$ cat src/rtl/imul_pkg.sv
package imul_pkg;
  typedef enum logic [1:0] {
    SEL_LO = 2'd0,
    SEL_UU = 2'd1,
    SEL_SU = 2'd2,
    SEL_SS = 2'd3
  } imul_sel_e;

  typedef enum logic [1:0] {
    ST_IDLE = 2'd0,
    ST_RUN  = 2'd1,
    ST_FIX  = 2'd2
  } imul_state_e;

  localparam logic [5:0] OPX_LO = 6'h27;
  localparam logic [5:0] OPX_UU = 6'h07;
  localparam logic [5:0] OPX_SU = 6'h17;
endpackage

$ cat src/rtl/imul_decode.sv
module imul_decode
  import imul_pkg::*;
#(
  parameter int unsigned W    = 32,
  parameter int unsigned IMMW = 16,
  parameter int unsigned OPXW = 6
) (
  input  logic [W-1:0]    opb_i,
  input  logic [IMMW-1:0] imm_i,
  input  logic            imm_sel_i,
  input  logic [OPXW-1:0] opx_i,
  output imul_sel_e       sel_o,
  output logic [W-1:0]    b_eff_o
);
  localparam int unsigned EXTW = W - IMMW;

  logic [W-1:0] imm_ext;
  assign imm_ext = {{EXTW{imm_i[IMMW-1]}}, imm_i};

  always_comb begin
    if (imm_sel_i) begin
      sel_o   = SEL_LO;
      b_eff_o = imm_ext;
    end else begin
      b_eff_o = opb_i;
      case (opx_i)
        OPX_LO:  sel_o = SEL_LO;
        OPX_UU:  sel_o = SEL_UU;
        OPX_SU:  sel_o = SEL_SU;
        default: sel_o = SEL_SS;  // unlisted codes fall to signed x signed
      endcase
    end
  end
endmodule

$ cat src/rtl/imul_ctrl.sv
module imul_ctrl
  import imul_pkg::*;
#(
  parameter int unsigned STEPS = 32
) (
  input  logic clk_i,
  input  logic rst_ni,
  input  logic start_i,
  output logic load_o,
  output logic step_o,
  output logic fix_o,
  output logic busy_o
);
  localparam int unsigned CW = (STEPS > 1) ? $clog2(STEPS) : 1;
  localparam logic [CW-1:0] LAST = CW'(STEPS - 1);

  imul_state_e state_q, state_d;
  logic [CW-1:0] cnt_q, cnt_d;

  always_comb begin
    state_d = state_q;
    cnt_d   = cnt_q;
    unique case (state_q)
      ST_IDLE: if (start_i) begin
        state_d = ST_RUN;
        cnt_d   = '0;
      end
      ST_RUN: begin
        cnt_d = cnt_q + 1'b1;
        if (cnt_q == LAST) begin
          state_d = ST_FIX;
          cnt_d   = '0;
        end
      end
      ST_FIX:  state_d = ST_IDLE;
      default: state_d = ST_IDLE;
    endcase
  end

  always_ff @(posedge clk_i or negedge rst_ni) begin
    if (!rst_ni) begin
      state_q <= ST_IDLE;
      cnt_q   <= '0;
    end else begin
      state_q <= state_d;
      cnt_q   <= cnt_d;
    end
  end

  assign load_o = (state_q == ST_IDLE) && start_i;
  assign step_o = (state_q == ST_RUN);
  assign fix_o  = (state_q == ST_FIX);
  assign busy_o = (state_q != ST_IDLE);

  p_start_busy_r2: assert property (@(posedge clk_i) disable iff (!rst_ni)
    (!busy_o && start_i) |=> busy_o);

  p_busy_ignores_start_r10: assert property (@(posedge clk_i) disable iff (!rst_ni)
    (step_o && start_i) |=> (step_o || fix_o));

  p_fix_follows_run_r2: assert property (@(posedge clk_i) disable iff (!rst_ni)
    fix_o |-> $past(step_o));
endmodule

$ cat src/rtl/imul_core.sv
module imul_core #(
  parameter int unsigned W = 32
) (
  input  logic         clk_i,
  input  logic         rst_ni,
  input  logic         load_i,
  input  logic         step_i,
  input  logic [W-1:0] a_i,
  input  logic [W-1:0] b_i,
  output logic [W-1:0] lo_o,
  output logic [W-1:0] hi_o,
  output logic [W-1:0] a_o,
  output logic [W-1:0] b_o
);
  logic [W-1:0] a_q, b_q, lo_q, hi_q, ml_q, mr_q;
  logic [W-1:0] lo_n, hi_n;
  logic [W:0]   hi_sum;

  // low half: shift first, then add on top multiplier bit
  assign lo_n = (lo_q << 1) + (ml_q[W-1] ? a_q : '0);
  // high half: add on bottom multiplier bit, then shift right keeping carry
  assign hi_sum = {1'b0, hi_q} + {1'b0, (mr_q[0] ? a_q : '0)};
  assign hi_n   = W'(hi_sum >> 1);

  always_ff @(posedge clk_i or negedge rst_ni) begin
    if (!rst_ni) begin
      a_q  <= '0;
      b_q  <= '0;
      lo_q <= '0;
      hi_q <= '0;
      ml_q <= '0;
      mr_q <= '0;
    end else if (load_i) begin
      a_q  <= a_i;
      b_q  <= b_i;
      lo_q <= '0;
      hi_q <= '0;
      ml_q <= b_i;
      mr_q <= b_i;
    end else if (step_i) begin
      lo_q <= lo_n;
      hi_q <= hi_n;
      ml_q <= ml_q << 1;
      mr_q <= mr_q >> 1;
    end
  end

  assign lo_o = lo_q;
  assign hi_o = hi_q;
  assign a_o  = a_q;
  assign b_o  = b_q;

  p_mult_drained_r4: assert property (@(posedge clk_i) disable iff (!rst_ni)
    $fell(step_i) |-> (ml_q == '0 && mr_q == '0));
endmodule

$ cat src/rtl/imul_fix.sv
module imul_fix
  import imul_pkg::*;
#(
  parameter int unsigned W = 32
) (
  input  logic         clk_i,
  input  logic         rst_ni,
  input  logic         load_i,
  input  logic         fix_i,
  input  imul_sel_e    sel_i,
  input  logic [W-1:0] lo_i,
  input  logic [W-1:0] hi_i,
  input  logic [W-1:0] a_i,
  input  logic [W-1:0] b_i,
  output logic [W-1:0] result_o,
  output logic         done_o
);
  imul_sel_e    sel_q;
  logic [W-1:0] su, ss, pick;

  assign su = hi_i - (a_i[W-1] ? b_i : '0);
  assign ss = su   - (b_i[W-1] ? a_i : '0);

  always_comb begin
    unique case (sel_q)
      SEL_LO:  pick = lo_i;
      SEL_UU:  pick = hi_i;
      SEL_SU:  pick = su;
      default: pick = ss;
    endcase
  end

  always_ff @(posedge clk_i or negedge rst_ni) begin
    if (!rst_ni) begin
      sel_q    <= SEL_LO;
      result_o <= '0;
      done_o   <= 1'b0;
    end else begin
      if (load_i) sel_q <= sel_i;
      if (fix_i) result_o <= pick;
      done_o <= fix_i;
    end
  end

  p_done_pulse_r3: assert property (@(posedge clk_i) disable iff (!rst_ni)
    done_o |=> !done_o);

  p_result_hold_r11: assert property (@(posedge clk_i) disable iff (!rst_ni)
    !fix_i |=> $stable(result_o));
endmodule

$ cat src/rtl/imul_iter.sv
module imul_iter
  import imul_pkg::*;
#(
  parameter int unsigned W    = 32,
  parameter int unsigned IMMW = 16,
  parameter int unsigned OPXW = 6
) (
  input  logic            clk_i,
  input  logic            rst_ni,
  input  logic            start_i,
  input  logic [W-1:0]    opa_i,
  input  logic [W-1:0]    opb_i,
  input  logic [IMMW-1:0] imm_i,
  input  logic            imm_sel_i,
  input  logic [OPXW-1:0] opx_i,
  output logic            busy_o,
  output logic            done_o,
  output logic [W-1:0]    result_o
);
  imul_sel_e    sel;
  logic [W-1:0] b_eff, lo, hi, a_l, b_l;
  logic         load, step, fix;

  imul_decode #(.W(W), .IMMW(IMMW), .OPXW(OPXW)) u_dec (
    .opb_i(opb_i), .imm_i(imm_i), .imm_sel_i(imm_sel_i), .opx_i(opx_i),
    .sel_o(sel), .b_eff_o(b_eff)
  );

  imul_ctrl #(.STEPS(W)) u_ctrl (
    .clk_i(clk_i), .rst_ni(rst_ni), .start_i(start_i),
    .load_o(load), .step_o(step), .fix_o(fix), .busy_o(busy_o)
  );

  imul_core #(.W(W)) u_core (
    .clk_i(clk_i), .rst_ni(rst_ni), .load_i(load), .step_i(step),
    .a_i(opa_i), .b_i(b_eff),
    .lo_o(lo), .hi_o(hi), .a_o(a_l), .b_o(b_l)
  );

  imul_fix #(.W(W)) u_fix (
    .clk_i(clk_i), .rst_ni(rst_ni), .load_i(load), .fix_i(fix),
    .sel_i(sel), .lo_i(lo), .hi_i(hi), .a_i(a_l), .b_i(b_l),
    .result_o(result_o), .done_o(done_o)
  );

  p_done_not_busy_r3: assert property (@(posedge clk_i) disable iff (!rst_ni)
    done_o |-> !busy_o);
endmodule

$ cat config.mk
export PLATFORM = sky130hd
export DESIGN_NAME = imul_iter
export DESIGN_NICKNAME = d
export VERILOG_FILES = /design/src/rtl/imul_pkg.sv /design/src/rtl/imul_decode.sv /design/src/rtl/imul_ctrl.sv /design/src/rtl/imul_core.sv /design/src/rtl/imul_fix.sv /design/src/rtl/imul_iter.sv
export SDC_FILE = /design/constraint.sdc
export NUM_CORES = 1
export LEC_CHECK = 0
export BUFFER_PORTS_ARGS = -buffer_cell sky130_fd_sc_hd__clkbuf_2
export CORE_MARGIN = 5
export CORE_UTILIZATION = 60
export CTS_BUF_LIST = sky130_fd_sc_hd__clkbuf_4 sky130_fd_sc_hd__clkbuf_8 sky130_fd_sc_hd__clkbuf_16
export DETAILED_ROUTE_END_ITERATION = 8
export GPL_TIMING_DRIVEN = 1
export PLACE_DENSITY = 0.79
export SYNTH_ARGS = -nofsm -noshare
export SYNTH_HDL_FRONTEND = slang
export SYNTH_SLANG_ARGS = --single-unit
export TNS_END_PERCENT = 10
$ cat constraint.sdc
create_clock -name clk_i -period 5.53 [get_ports clk_i]
set_input_delay 1.106 -clock clk_i [delete_from_list [all_inputs] [get_ports clk_i]]
set_output_delay 1.106 -clock clk_i [all_outputs]
set_load 0.02 [all_outputs]
Yosys cells after proc, flatten, opt, wreduce, memory -nomap -nowiden
Index checks and enable logic that the tools add are counted.
{ "word_totals": {"register_bits": 234} }
{ "op_classes": {"n_addsub": 5, "n_eq_ne": 10, "muxes": 22, "n_reduce_logical": 8} }
{ "ops": {"columns": ["op", "n"], "rows": [
  ["32-bit two-way mux", 13],
  ["32-bit case mux with 3 select lines", 1],
  ["32-bit subtractor", 2],
  ["32-bit by 32-bit adder with 33-bit output", 1],
  ["32-bit adder", 1],
  ["5-bit two-way mux", 2],
  ["5-bit case mux with 2 select lines", 1],
  ["6-bit by 3-bit equality test with 1-bit output, second input constant", 1],
  ["6-bit by 5-bit equality test with 1-bit output, second input constant", 1],
  ["6-bit equality test, second input constant", 1],
  ["2-bit two-way mux", 3],
  ["2-bit case mux with 3 select lines", 1],
  ["2-bit nonzero test", 3],
  ["5-bit by 1-bit adder with 5-bit output, second input constant", 1],
  ["5-bit equality test, second input constant", 1],
  ["2-bit by 1-bit equality test with 1-bit output, second input constant", 2],
  ["2-bit equality test, second input constant", 2],
  ["2-bit zero test", 2],
  ["2-bit case mux with 2 select lines", 1],
  ["2-bit AND reduction", 2],
  ["2-bit by 1-bit inequality test with 1-bit output, second input constant", 1],
  ["2-bit inequality test, second input constant", 1],
  ["1-bit logical AND", 1]
]} }

Logic depth before layout (Yosys ltp)
Gate-level depths: netlist of the first run.
{ "depth": {"depth_word": 4, "ltp_mapped": 24, "depth_no_buf": 23} }

Cells and area by module
From an unflattened synthesis of the first run, not the netlist that was laid out.
{ "hier_totals": {"cells_unflattened": 2045, "hier_area_um2": 18310.1} }
{ "by_module_without_submodules": {"columns": ["module", "n_inst", "cells_each", "area_per_inst_um2", "seq_area_each_um2"], "rows": [
  ["imul_core", 1, 1250, 11703.7, 4804.6],
  ["imul_fix", 1, 701, 5804.3, 875.8],
  ["imul_decode", 1, 60, 446.7, 0.0],
  ["imul_ctrl", 1, 34, 355.3, 175.2]
]} }

Worst setup path after synthesis of the first run
OpenSTA, ideal clock, no wires.
{ "synth_timing": {"path_kind": "register to register", "from": "reg u_core.a_q[31] (netlist: u_core.a_o[31])", "to": "reg u_fix.result_o[18]", "setup_time_ns": 0.125, "arrival_time_ns": 4.482, "required_time_ns": 5.405, "slack_ns": 0.924, "path_stages_with_launch": 23, "n_path_buf": 1, "cell_sequence": "dfrtp_1 > clkbuf_1 > and2_1 > ha_1 > fa_1 > nand2b_1 > a211o_1 > nand2_1 > a21o_1 > a21oi_1 > xnor2_1 > ha_1 > o21ai_0 > o21a_1 > a211oi_1 > a211oi_1 > o31ai_1 > and2_1 > nand2_1 > nand2_1 > xor2_1 > mux4_1 > mux2_2"} }
{ "synth_between": {"elab_chain_len": 4} }
{ "synth_rtl": {"columns": ["item", "line", "rtl"], "rows": [
  ["start, declared", "imul_core.sv:15", "logic [W-1:0] a_q, b_q, lo_q, hi_q, ml_q, mr_q;"],
  ["start signal, assigned", "imul_core.sv:34", "a_q <= a_i;"],
  ["32-bit two-way mux *", "imul_fix.sv:21", "assign su = hi_i - (a_i[W-1] ? b_i : '0);"],
  ["32-bit subtractor *", "imul_fix.sv:21", null],
  ["32-bit subtractor", "imul_fix.sv:22", "assign ss = su - (b_i[W-1] ? a_i : '0);"],
  ["32-bit case mux with 3 select lines *", "imul_fix.sv:25", "unique case (sel_q)"],
  ["end signal, assigned", "imul_fix.sv:40", "if (fix_i) result_o <= pick;"],
  ["end, declared", "imul_fix.sv:15", "output logic [W-1:0] result_o,"]
]} }
Mark *: on every way between the ends. The rest lies on a longest branch, timed or not.
A chain may end at the register's enable or synchronous reset.

Worst setup path after layout of the first run
{ "layout_timing": {"from": "reg u_core.a_q[31] (netlist: u_core.a_o[31])", "to": "reg u_fix.result_o[31]"} }
{ "layout_between": {"elab_chain_len": 4, "elab_cells_between_ends": 5} }
{ "layout_rtl": {"columns": ["item", "line"], "rows": [
  ["32-bit two-way mux", "imul_fix.sv:21"],
  ["32-bit subtractor", "imul_fix.sv:21"],
  ["32-bit subtractor", "imul_fix.sv:22"],
  ["32-bit case mux with 3 select lines *", "imul_fix.sv:25"]
]} }
Marks and branches as above.

==> results.py, run 1 <==
metrics = {
    "synthesis": {
        "yosys_register_bits": 234,
        "synth_edf_count": 0,
        "synth_area_leaders": "dfrtp_1, nand2_1, ha_1",
        "syn_area_um2": 16900,
        "syn_nets": 2233,
        "ys_async_sr_fraction_pct": 100,
        "yosysTopAreaCell": "dfrtp_1",
        "synth_ff_type": "dfrtp_1",
        "synthCells": 2015,
        "syn_area_per_cell_um2": 8.38,
        "netlist.area_leader.share_pct": 34.7,
        "ys_warn_count": 0,
        "yosysUniqueCellTypes": 81,
        "yosysSeqAreaShare_pct": 34.7,
    },
    "finish": {
        "mostFrequentLayoutCell": "nand2_1",
        "final_cell_mix": "nand2_1, dfrtp_1, nand3_1, a21oi_1, ha_1",
        "syn_to_final_growth_pct": 11.2,
        "fill_cells": 2323,
        "drive_gt1_share_pct": 12.2,
        "nets": 2306,
        "antennaDiodeCount": 0,
    },
    "global_route": {
        "grt_max_degree": 122,
        "grt_pass1_vias": 14600,
        "grt_first_pass_wirelength_um": 74900,
        "grt.total_usage_pct": 29.1,
        "antenna_found_initial": 0,
        "grt_overflow": 0,
    },
    "worst_setup_path": {
        "cp-end-kind": "flop",
        "critical_path_class": "flop to flop",
        "timing.rr.start": "u_core.a_o[31]$_DFFE_PN0P_",
        "arrival_ns": 5.62,
        "rr_endpoint": "u_fix.result_o[31]$_DFFE_PN0P_",
        "ff2ff_path_depth": 20,
        "required_ns": 5.97,
        "start_kind": "flop",
        "r2r_slack_ns": 0.35,
        "critPathMaxFanout": 27,
    },
    "outcome": {
        "status": "finished clean",
    },
    "drt": {
        "via_per_inst": 6.11,
        "first_pass_iters": 5,
        "drtIter0Drc": 1185,
        "wl_um": 46300,
        "via_count": 15200,
        "ant_nets": 0,
        "wl_per_cell_um": 18.6,
        "drc_errors": 0,
    },
    "die": {
        "fp-row-count": 61,
        "die_h_um": 178,
        "die-width_um": 178,
        "fp.dieArea_um2": 31600,
        "design.core.area_um2": 27800,
        "io_pins": 124,
        "start_util_pct": 60.8,
    },
    "cts": {
        "post-cts-setup-buffer-count": 0,
        "cts_tree": "yes",
        "clk_pin_slew_ns": 0.06,
        "numCtsBuffers": 28,
        "clock-root-buffer": "clkbuf_16",
        "htreeDepth": 1,
        "cts_sinks": 234,
        "clock_path_buffers": 3,
        "insertion_delay_ns": 0.55,
    },
    "timing": {
        "period_share_pct": 93.6,
        "fin_ws_ns": 0.352,
        "max_freq_mhz": 193,
        "worst_slew_pin_slew_ns": 1.03,
        "hold_violations": 0,
        "setup_viol": 0,
        "rsz0062_at_grt": "no",
        "setup_tns_ns": 0,
        "finalClockSkew_ns": 0.0108,
        "relSlewSlack_pct": 31.3,
        "period_needed_ns": 5.18,
        "drv_slew": 0,
    },
    "place": {
        "port_buffers": 123,
        "hpwlAfterDp_um": 33200,
        "globalplace.congestion": 0.957,
        "pre_cts_slack_ns": 0.414,
    },
    "min_path": {
        "min_to": "u_core.b_o[18]$_DFFE_PN0P_",
        "worstHoldStart": "u_core.b_o[18]$_DFFE_PN0P_",
        "min_path_cells": 2,
        "hp-class": "flop to flop",
    },
    "job": {
        "maxCapViolCount": 0,
    },
}
-- synthesized netlist by cell type, types with 11 or more instances --
cell type,count
a211oi_1,13
a21o_1,62
a21oi_1,130
a31oi_1,13
and2_1,77
buf_1,13
clkbuf_1,79
dfrtp_1,234
ha_1,124
inv_1,40
mux2_2,21
mux4_2,20
nand2_1,450
nand2b_1,39
nand3_1,183
nand4_1,11
nor2_1,72
nor3_1,16
o21a_1,14
o21ai_0,105
o21bai_1,15
o31ai_1,14
xnor2_1,74
xor2_1,44
-- timing repair --
action                                  4_1_cts  5_1_grt
endpoints found under the hold margin         0        0
hold buffers                                  0        0
endpoints found under the setup margin        0        1
gates resized for setup                       0        1
-- metrics by stage --
step | instance area [µm²] | hold WS [ns] | util (%) | cells
after floorplan | 16900 | 0.447 | - | 2015
after global placement | 17800 | 0.457 | 64.0 | 2436
after detailed placement | 17800 | 0.461 | 64.0 | 2436
after CTS | 18800 | 0.477 | 67.5 | 2488
after global routing | 18800 | 0.497 | 67.6 | 2488
final | 18800 | 0.476 | 67.6 | 2488
-- worst max-delay path by stage --
| stage | startpoint | endpoint | slack, ns |
|---|---|---|---|
| 6_report | u_core.a_o[31]$_DFFE_PN0P_ | u_fix.result_o[31]$_DFFE_PN0P_ | 0.35 |
| 5_1_grt | u_core.a_o[31]$_DFFE_PN0P_ | u_fix.result_o[31]$_DFFE_PN0P_ | 0.002 |
| 4_1_cts | u_core.a_o[31]$_DFFE_PN0P_ | u_fix.result_o[24]$_DFFE_PN0P_ | 0.40 |
| 3_5_place_dp | u_core.a_o[31]$_DFFE_PN0P_ | u_fix.result_o[24]$_DFFE_PN0P_ | 0.41 |
| 3_3_place_gp | u_core.a_o[31]$_DFFE_PN0P_ | u_fix.result_o[24]$_DFFE_PN0P_ | 0.54 |
| 2_1_floorplan | u_core.a_o[31]$_DFFE_PN0P_ | u_fix.result_o[18]$_DFFE_PN0P_ | 0.92 |
-- logic make-up after synthesis --
kind of cell    synth area share [%]
xor+xnor                        6.66
fa+ha+maj                       9.72
flops                           34.7
mux                             4.76
compound gates                  17.0
simple gates                    24.1
buf+inv                         3.15
-- worst max-delay path, cell delays in order, from the launching register on --
cell,delay (ns)
dfrtp_1,0.47
buf_4,0.36
nand2_1,0.14
ha_1,0.36
a21oi_1,0.27
o21ai_0,0.18
nand3b_2,0.34
a21o_1,0.22
a21oi_1,0.17
xnor2_1,0.15
ha_1,0.41
nand3_1,0.14
o22ai_1,0.20
o21a_1,0.14
a211o_1,0.18
and4_1,0.26
o211ai_2,0.11
o31ai_1,0.43
a221o_1,0.23
nor3_1,0.05
a211oi_1,0.25
-- layer usage --
| metal | vias up | global-route usage [%] | wire, µm |
|---|---|---|---|
| li1 | 7248 | - | - |
| met1 | 7259 | 44.6 | 21500 |
| met2 | 622 | 43.4 | 19900 |
| met3 | 73 | 4.52 | 3850 |
| met4 | 0 | 7.09 | 1020 |
| met5 | - | 0 | 0 |
-- registers in the layout, indices dropped and copies added (netlist names) --
name / flops
u_core.mr_q: 32
u_ctrl.cnt_q: 5
u_core.ml_q: 32
u_core.a_o: 32
u_fix.result_o: 32
u_core.b_o: 32
u_core.hi_o: 32
u_ctrl.state_q: 2
u_fix.sel_q: 2
u_core.lo_o: 32
u_fix.done_o: 1
-- final cells by class --
cell class | instances | area (µm²) | area share, %
multi-input cells | 1642 | 10500 | 56.1
clock inverters | 12 | 150 | 0.800
repair buffers | 141 | 786 | 4.19
clock buffers | 40 | 827 | 4.41
flip-flops and latches | 234 | 5860 | 31.2
inverters | 41 | 154 | 0.820
well taps | 378 | 473 | 2.52
Power of run 1 is left out: the tool's default activity adds up to more than one toggle a clock period on the data nets, which glitch-free logic cannot reach.
==> inputs of run 2 (changes only) <==
--- a/config.mk
+++ b/config.mk
@@ -11,7 +11,7 @@
 export CTS_BUF_LIST = sky130_fd_sc_hd__clkbuf_4 sky130_fd_sc_hd__clkbuf_8 sky130_fd_sc_hd__clkbuf_16
 export DETAILED_ROUTE_END_ITERATION = 8
 export GPL_TIMING_DRIVEN = 1
-export PLACE_DENSITY = 0.79
+export PLACE_DENSITY = 0.85
 export SYNTH_ARGS = -nofsm -noshare
 export SYNTH_HDL_FRONTEND = slang
 export SYNTH_SLANG_ARGS = --single-unit
==> results.py, run 2 (same netlist as run 1, synthesis figures left out) <==
metrics = {
    "timing": {
        "hold_violations": 0,
        "period_share_pct": 91.7,
        "period_needed_ns": 5.07,
        "relSlewSlack_pct": 34.6,
        "rsz0062_at_grt": "no",
        "max_freq_mhz": 197,
        "setup_viol": 0,
        "setup_tns_ns": 0,
        "finalClockSkew_ns": 0.0175,
        "drv_slew": 0,
        "worst_slew_pin_slew_ns": 0.981,
    },
    "cts": {
        "clock_path_buffers": 3,
        "insertion_delay_ns": 0.55,
        "htreeDepth": 1,
        "post-cts-setup-buffer-count": 0,
        "numCtsBuffers": 26,
        "clk_pin_slew_ns": 0.07,
        "clock-root-buffer": "clkbuf_16",
        "cts_tree": "yes",
        "cts_sinks": 234,
    },
    "global_route": {
        "met1_usage_pct": 43.2,
        "met3_usage_pct": 4.86,
        "grt.total_usage_pct": 29.6,
        "antenna_found_initial": 0,
        "grt_max_degree": 142,
        "grt_pass1_vias": 15100,
        "globalRoute.busiestLayer": "met2",
        "grt_overflow": 0,
        "grtUsageMet2_pct": 45.8,
        "grt_first_pass_wirelength_um": 76700,
    },
    "finish": {
        "nets": 2302,
        "antennaDiodeCount": 0,
        "drive_gt1_share_pct": 12.0,
        "mostFrequentLayoutCell": "nand2_1",
        "final_cell_area_um2": 18600,
        "final_cell_mix": "nand2_1, dfrtp_1, nand3_1, a21oi_1, ha_1",
        "syn_to_final_growth_pct": 10.3,
        "fill_cells": 2279,
    },
    "worst_setup_path": {
        "arrival_ns": 5.52,
        "crit_path_frequent_cell": "a21oi_1",
        "max_stage_delay_ns": 0.47,
        "cp-end-kind": "flop",
        "critPathMaxFanout": 4,
        "start_kind": "flop",
        "required_ns": 5.98,
        "critPathSlowestCell": "o31ai_1",
        "cp_cell_sequence": "and2_1 > ha_1 > fa_1 > nand2b_1 > a211o_1 > nand2_1 > a21o_1 > a21oi_1 > xnor2_1 > ha_1 > o21ai_0 > nor2_1 > o221ai_1 > a21oi_1 > a211o_1 > and4_1 > o211ai_2 > o31ai_1 > xor2_1 > a21oi_1 > a211oi_1",
        "critical_path_class": "flop to flop",
    },
    "drt": {
        "ant_nets": 0,
        "drtIter0Drc": 1523,
        "first_pass_iters": 8,
        "drc_errors": 1,
        "wl_um": 46700,
        "via_per_inst": 6.25,
        "via_count": 15500,
        "wl_per_cell_um": 18.8,
    },
    "die": {
        "start_util_pct": 60.8,
        "die-width_um": 178,
        "design.core.area_um2": 27800,
        "fp-row-count": 61,
        "io_pins": 124,
        "die_h_um": 178,
        "fp.dieArea_um2": 31600,
    },
    "place": {
        "placed_area_um2": 17800,
        "hpwlAfterDp_um": 33000,
        "globalplace.congestion": 1.00,
        "port_buffers": 123,
    },
    "outcome": {
        "status": "finished, violations left",
        "violations": "DRC",
    },
    "job": {
        "maxCapViolCount": 0,
    },
    "min_path": {
        "hp-class": "flop to flop",
    },
}
[run 2: cell count changes in the layout (fill, tap and decap cells not counted)]
cell        previous run  this run
clkinvlp_4             3         5
clkbuf_16             29        27
clkinv_2               4         9
bufinv_16              3         1
clkbuf_8               3         2
clkinv_4               1         0
inv_6                  1         4
clkbuf_4               8         0
buf_4                 16        14
[run 2: metrics by stage]
stage	utilization, %	instances	hold slack, ns	setup WS, ns
floorplan	-	2015	0.447	0.924
global placement	64.0	2434	0.457	0.680
detailed placement	64.0	2434	0.463	0.445
CTS	67.0	2482	0.477	0.409
global route	67.1	2482	0.504	0.0925
finish	67.1	2482	0.475	0.460
[run 2: worst max-delay path, delay by kind of cell (launching register included)]
family / cells / cell delay, ns
compound gates: 11 / 2.37
xor+xnor: 2 / 0.35
fa+ha+maj: 3 / 0.95
flops: 1 / 0.39
simple gates: 5 / 0.92
[run 2: path summary, 6_finish.rpt]
kind / startpoint / to / slack [ns] / cells past startpoint
setup / recovery: u_core.a_o[31]$_DFFE_PN0P_ / u_fix.result_o[27]$_DFFE_PN0P_ / 0.46 / 21
hold / removal: u_fix.result_o[6]$_DFFE_PN0P_ / u_fix.result_o[6]$_DFFE_PN0P_ / 0.47 / 2
setup reg to reg: u_core.a_o[31]$_DFFE_PN0P_ / u_fix.result_o[27]$_DFFE_PN0P_ / 0.46 / 21
hold reg to reg: u_fix.result_o[6]$_DFFE_PN0P_ / u_fix.result_o[6]$_DFFE_PN0P_ / 0.47 / 2
max in group asynchronous: rst_ni / u_fix.sel_q[1]$_DFFE_PN0P_ / 3.73 / 2
min in group asynchronous: rst_ni / u_fix.result_o[6]$_DFFE_PN0P_ / 0.54 / 1
[run 2: area by class of cell]
cell class                      count  area [µm²]  area share [%]
Tap cell                          378         473            2.54
Inverter                           41         154           0.826
Sequential cell                   234        5860            31.4
Multi-Input combinational cell   1642       10500            56.5
Clock buffer                       29         703            3.77
Timing Repair Buffer              139         771            4.14
Clock inverter                     19         148           0.793
[run 2: per-layer routing]
metal | vias to the layer above | share of wire (%)
met4 | 0 | 2.6
li1 | 7216 | -
met1 | 7357 | 43
met2 | 851 | 44
met3 | 93 | 10
met5 | - | 0
[run 2: timing repair]
action / 4_1_cts / 5_1_grt
hold buffers: 0 / 0
setup endpoints to repair: 0 / 1
gates resized for setup: 0 / 1
Power of run 2 is left out for the same reason.
